`src/rtl/serial_pat_recog_pkg.sv`:
```
package serial_pat_recog_pkg;

    // Prefix-tracking states of the recognizer
    typedef enum logic [2:0] {
        ST_NONE   = 3'd0,   // no useful prefix
        ST_P1     = 3'd1,   // "1"
        ST_P10    = 3'd2,   // "10"
        ST_P101   = 3'd3,   // "101"
        ST_HIT    = 3'd4    // "1010" complete
    } spr_state_e;

    typedef struct packed {
        spr_state_e state;
        logic       flag;
    } spr_regs_t;

    localparam spr_regs_t SPR_RESET = '{state: ST_NONE, flag: 1'b0};

endpackage

```
`src/rtl/spr_next.sv`:
```
module spr_next
    import serial_pat_recog_pkg::*;
(
    input  spr_state_e cur_state,
    input  logic       bit_in,
    output spr_state_e nxt_state
);

    always_comb begin
        nxt_state = ST_NONE;
        unique case (cur_state)
            ST_NONE: nxt_state = bit_in ? ST_P1   : ST_NONE;
            ST_P1:   nxt_state = bit_in ? ST_P1   : ST_P10;
            ST_P10:  nxt_state = bit_in ? ST_P101 : ST_NONE;
            ST_P101: nxt_state = bit_in ? ST_P1   : ST_HIT;
            ST_HIT:  nxt_state = bit_in ? ST_P101 : ST_NONE;
            default: nxt_state = ST_NONE;
        endcase
    end

endmodule

```
`src/rtl/spr_out.sv`:
```
module spr_out
    import serial_pat_recog_pkg::*;
(
    input  spr_state_e st,
    output logic       hit
);

    always_comb begin
        hit = (st == ST_HIT);
    end

endmodule

```
`src/rtl/serial_pat_recog.sv`:
```
module serial_pat_recog
    import serial_pat_recog_pkg::*;
(
    input  logic clk,
    input  logic rst,
    input  logic x_in,
    output logic z_out
);

    spr_regs_t  regs_d, regs_q;
    spr_state_e nxt_w;
    logic       hit_w;

    spr_next u_next (
        .cur_state (regs_q.state),
        .bit_in    (x_in),
        .nxt_state (nxt_w)
    );

    spr_out u_out (
        .st  (nxt_w),
        .hit (hit_w)
    );

    always_comb begin
        regs_d       = regs_q;
        regs_d.state = nxt_w;
        regs_d.flag  = hit_w;
        if (rst) begin
            regs_d = SPR_RESET;
        end
    end

    always_ff @(posedge clk) begin
        regs_q <= regs_d;
    end

    assign z_out = regs_q.flag;

    // Independent history of sampled bits, for the checks below
    logic [2:0] hist_q;
    logic [1:0] seen_q;

    always_ff @(posedge clk) begin
        if (rst) begin
            hist_q <= 3'b000;
            seen_q <= 2'd0;
        end else begin
            hist_q <= {hist_q[1:0], x_in};
            if (seen_q != 2'd3) seen_q <= seen_q + 2'd1;
        end
    end

    AST_RESET_CLEARS: assert property (@(posedge clk) disable iff (rst)
        $past(rst) |-> (!z_out && regs_q.state == ST_NONE));
    AST_MATCH_FLAGS: assert property (@(posedge clk) disable iff (rst)
        (seen_q == 2'd3 && hist_q == 3'b101 && !x_in) |=> z_out);
    AST_NO_FALSE_FLAG: assert property (@(posedge clk) disable iff (rst)
        !(seen_q == 2'd3 && hist_q == 3'b101 && !x_in) |=> !z_out);
    AST_SINGLE_PULSE: assert property (@(posedge clk) disable iff (rst)
        z_out |=> !z_out);

endmodule

```
`config.mk`:
```
export PLATFORM = sky130hd
export DESIGN_NAME = serial_pat_recog
export DESIGN_NICKNAME = d
export VERILOG_FILES = /design/src/rtl/serial_pat_recog_pkg.sv /design/src/rtl/spr_next.sv /design/src/rtl/spr_out.sv /design/src/rtl/serial_pat_recog.sv
export SDC_FILE = /design/constraint.sdc
export NUM_CORES = 1
export LEC_CHECK = 0
export ABC_AREA = 1
export BUFFER_PORTS_ARGS = -buffer_cell sky130_fd_sc_hd__buf_4
export CAP_MARGIN = 25
export CORE_AREA = 5 5 42 44
export CTS_BUF_LIST = sky130_fd_sc_hd__clkbuf_8
export DETAILED_ROUTE_END_ITERATION = 16
export DIE_AREA = 0 0 47 49
export PLACE_DENSITY_LB_ADDON = 0.08
export SETUP_SLACK_MARGIN = 0.05
export SLEW_MARGIN = 0
export SYNTH_ARGS = -nofsm -noshare
export SYNTH_HDL_FRONTEND = slang
export SYNTH_SLANG_ARGS = --single-unit
```
`constraint.sdc`:
```
create_clock -name clk -period 1 [get_ports clk]
set_clock_uncertainty 0.15 [all_clocks]
set_input_delay 0.2 -clock clk [delete_from_list [all_inputs] [get_ports clk]]
set_output_delay 0.2 -clock clk [all_outputs]
set_load 0.01 [all_outputs]
```
[Word-level counts from Yosys, hierarchy flattened]
Cells that the tools add are included.
Word-level totals
  register bits after elaboration: 4
  input port bits: 3
  output and inout port bits: 1
  logic and storage cells: 14
Cells by class
  equality and inequality tests: 5
  multiplexer cells: 5
  reduce and logical (&&, ||, !) cells: 2
Operators by type and width (count)
  3-bit case mux with 4 select lines: 1
  3-bit by 2-bit == test with 1-bit output, second input constant: 2
  3-bit == test, second input constant: 2
  2-bit two-way mux: 2
  3-bit by 1-bit == test with 1-bit output, second input constant: 1
  3-bit zero test: 1
  3-bit two-way mux: 1
  2-bit OR reduction: 1
  1-bit two-way mux: 1

[Depth between registers and ports, before layout]
  word-level depth: 4
  gate-level depth with buffers: 5
  gate-level depth less buffers: 5

[By module]
Synthesis repeated with hierarchy kept, for this count alone.
Second synthesis, totals
  cell total of the unflattened synthesis: 27
  area total of the unflattened synthesis: 176.4 um2
By module, submodules not included
  serial_pat_recog: times used 1, cells each 12, area each 110.1 um2, seq. area each 80.1 um2
  spr_next: times used 1, cells each 12, area each 52.6 um2, seq. area each 0.0 um2
  spr_out: times used 1, cells each 3, area each 13.8 um2, seq. area each 0.0 um2

[Least setup slack after synthesis]
Ideal clock, no wire load.
  kind: reg-to-reg
  start point: register regs_q[3]
  end point: register regs_q[2]
  setup time: 0.121 ns
  arrival time: 0.567 ns
  required time: 0.729 ns
  slack: 0.162 ns
  cell stages (with the launch flop): 4
  path buffers: 0
  period minus slack after synthesis: 0.838 ns
  cell sequence: dfxtp_1 inv_1 o21bai_1 a21oi_1
On the way
  word-level cells in the longest chain between the ends: 3
  elaborated cells between the ends (all ways): 7
  classes of those cells: eq/ne (4); mux (1); reduce/logical (2)
RTL lines
  start, declared: RTL line serial_pat_recog.sv:10  | spr_regs_t regs_d, regs_q;
  start signal, assigned: RTL line serial_pat_recog.sv:35  | regs_q <= regs_d;
  3-bit by 2-bit == test with 1-bit output or 3-bit == test (tied branches): RTL line spr_next.sv:11  | unique case (cur_state)
  2-bit OR reduction (no source line)
  3-bit case mux with 4 select lines (*): RTL line spr_next.sv:11
Every way passes the cells marked *; elsewhere a longest branch is shown, timed or not.
A chain may end at the register's enable or synchronous reset.

[Worst setup path in the final report]
  start point: register regs_q[0], in the netlist z_out
  end point: output z_out
RTL lines
  end, declared: RTL line serial_pat_recog.sv:7  | output logic z_out
No word-level cell between the ends.

==> metrics <==
status finished, final reports clean; # placed instances 39; Final setup viols 0; post-synth cell types 9; Worst Hold Class in2reg; post-synthesis cell area between 150 and 200 sq um; hold_buf cts 0; die height roughly 49 microns; vias in the first global route between 100 and 150; global-route wire length before repair 517 microns; full die area around 2300 sq um; register share of total power 0.315; Area Growth Syn to Fin 61.2%; Clk pwr share 0.642; Detailed Route WL approximately 330 microns; Rel. slew slack 0.882; switching portion of total power 0.191; Worst-path clk slew 0.03 ns; IO Port Bufs 3; crit path DAT 0.63 ns; Ys Warns 0; commonest cells after routing, fill and taps aside inv_1 (4), nand2_1 (4), dfxtp_2 (4); Clock Sinks 4; Post-Route Setup TNS 0 ns; Initial Utilization 0.108; reg-to-reg critical path endpoint regs_q[2]; hold path cells 2; Peak VDD IR approximately 0.48 mV; Hold EP z_out; Req. time, crit path ~0.65 ns; DRC 0; Post-Synthesis Net Count 23; post-DR wirelength/cell a little under 8 microns; Vias/cell ~3.4; register bit count reported by yosys 4; LEAKAGE a little over 0.1 nW; max-cap violations 0; crit-path max FO 1; min-delay src rst; min Tclk post-route ~1 ns; CP Depth 1; Final GP Congestion around 0.69; final HPWL from detailed placement about 260 microns; CP endpoint kind primary output; Slew Limit Fails 0; r2r setup slk 0.11 ns; Internal Power 0.000434 W; IO Pins 4; Initial DRC Count 0; detailed-router iteration count before antenna repair 1; share of power burned in combinational logic 0.043; critical setup path kind reg2out; unrepaired setup endpoints after global routing yes; Fin Hold WS 0.0128 ns; pwr/cell area ~2200 nW/um^2; CP Buf/Inv Count 1; Slew @ Worst Pin 0.177 ns; Hold Fails Final Rpt 0; CTS buffer count 3; Crit path max-delay family flip-flops; antenna violations before repair 0; H-tree depth 1; Post-DRT Antenna Nets 0; synthesized area per cell roughly 7.6 sq um; CP cell instances buf_6; nets 31; Core Region around 1400 sq um; crit path max-delay cell type dfxtp_2; number of core rows 14; die width 47 microns; FMAX just over 1 GHz; Cells after Synth 20; fraction of layout cells with a size suffix above 1 0.423; CP Launch Type flop; Net Sw Power about 0.0001 W; CTS tree done; GRT Util Overall 0.0366; sequential share of the synthesized area 0.529; slowest stage delay, CP ~0.30 ns; pin count of the biggest net entering global routing 5; root buffer cell clkbuf_8; final worst-path cycle share 0.980; worst r2r path cells 3; worst r2r src regs_q[1]; Clock Latency Late Sink 0.22 ns; Vias between 100 and 150; Clock Tree Buf Depth 2; Antenna Cells 0; launch point of the worst path z_out; fin cells 42; gr ovfl total 0
[routing by layer]
| metal | wire length [microns] | vias up | global-route usage | share of wire |
|---|---|---|---|---|
| met5 | 0 | - | 0 | 0 |
| met4 | 21 | 0 | 0.0553 | 0.063 |
| met3 | 25 | 2 | 0.0221 | 0.075 |
| met2 | 155 | 4 | 0.0452 | 0.47 |
| met1 | 131 | 65 | 0.0308 | 0.39 |
| li1 | - | 73 | - | - |
[registers in the layout, indices dropped and copies added (netlist names)]
register / count
z_out: 1
regs_q: 3
[kinds of logic (layout without fill, tap and decap cells)]
group,Yosys count,after routing,synth area share
flops,4,4,0.529
compound gates,2,2,0.0826
buf+inv,4,10,0.0991
simple gates,10,10,0.289
[synth_stat cells]
library cell | count | area [sq um]
nor2_2 | 1 | 6.26
nor2_1 | 2 | 7.51
nor3_1 | 2 | 10.0
dfxtp_1 | 4 | 80.1
o21bai_1 | 1 | 7.51
nand2_1 | 4 | 15.0
nand3_1 | 1 | 5.00
inv_1 | 4 | 15.0
a21oi_1 | 1 | 5.00
[repair_timing]
action,CTS,global route
gates resized for setup,2,3
setup buffers,0,0
endpoints found under the hold margin,0,0
endpoints found under the setup margin,1,3
pin swaps,0,1
[cell type report]
type	instances	area, sq um
repair buffers	3	26.3
fillers	162	1160
flip-flops and latches	4	85.1
inverters	4	15.0
clock buffers	3	41.3
multi-input cells	12	56.3
well taps	16	20.0
[how the worst max path moves through the flow]
stage / slack, ns / end
floorplan: 0.16 / regs_q[2]
global placement: 0.1 / regs_q[2]
detailed placement: 0.08 / regs_q[2]
CTS: 0.01 / z_out
global route: 0.008 / z_out
finish: 0.02 / z_out
[power groups by stage]
stage | Sequential (W) | Clock [W] | Combinational [W]
3_5_place_dp | 0.000170 | 0 | 0.0000230
5_1_grt | 0.000169 | 0.000357 | 0.0000255
6_report | 0.000169 | 0.000344 | 0.0000229
3_3_place_gp | 0.000170 | 0 | 0.0000230
4_1_cts | 0.000168 | 0.000353 | 0.0000232
2_1_floorplan | 0.000170 | 0 | 0.0000120
[through the flow]
| stage | utilization | cell area [sq um] | power [W] | worst slack, ns |
|---|---|---|---|---|
| 2_1_floorplan | - | 151 | 0.000182 | 0.162 |
| 3_3_place_gp | 0.138 | 194 | 0.000193 | 0.0979 |
| 3_5_place_dp | 0.138 | 194 | 0.000193 | 0.0834 |
| 4_1_cts | 0.171 | 240 | 0.000544 | 0.0142 |
| 5_1_grt | 0.174 | 244 | 0.000551 | 0.00768 |
| 6_report | 0.174 | 244 | 0.000536 | 0.0203 |
Note: power is estimated with default switching activity, not from simulation.
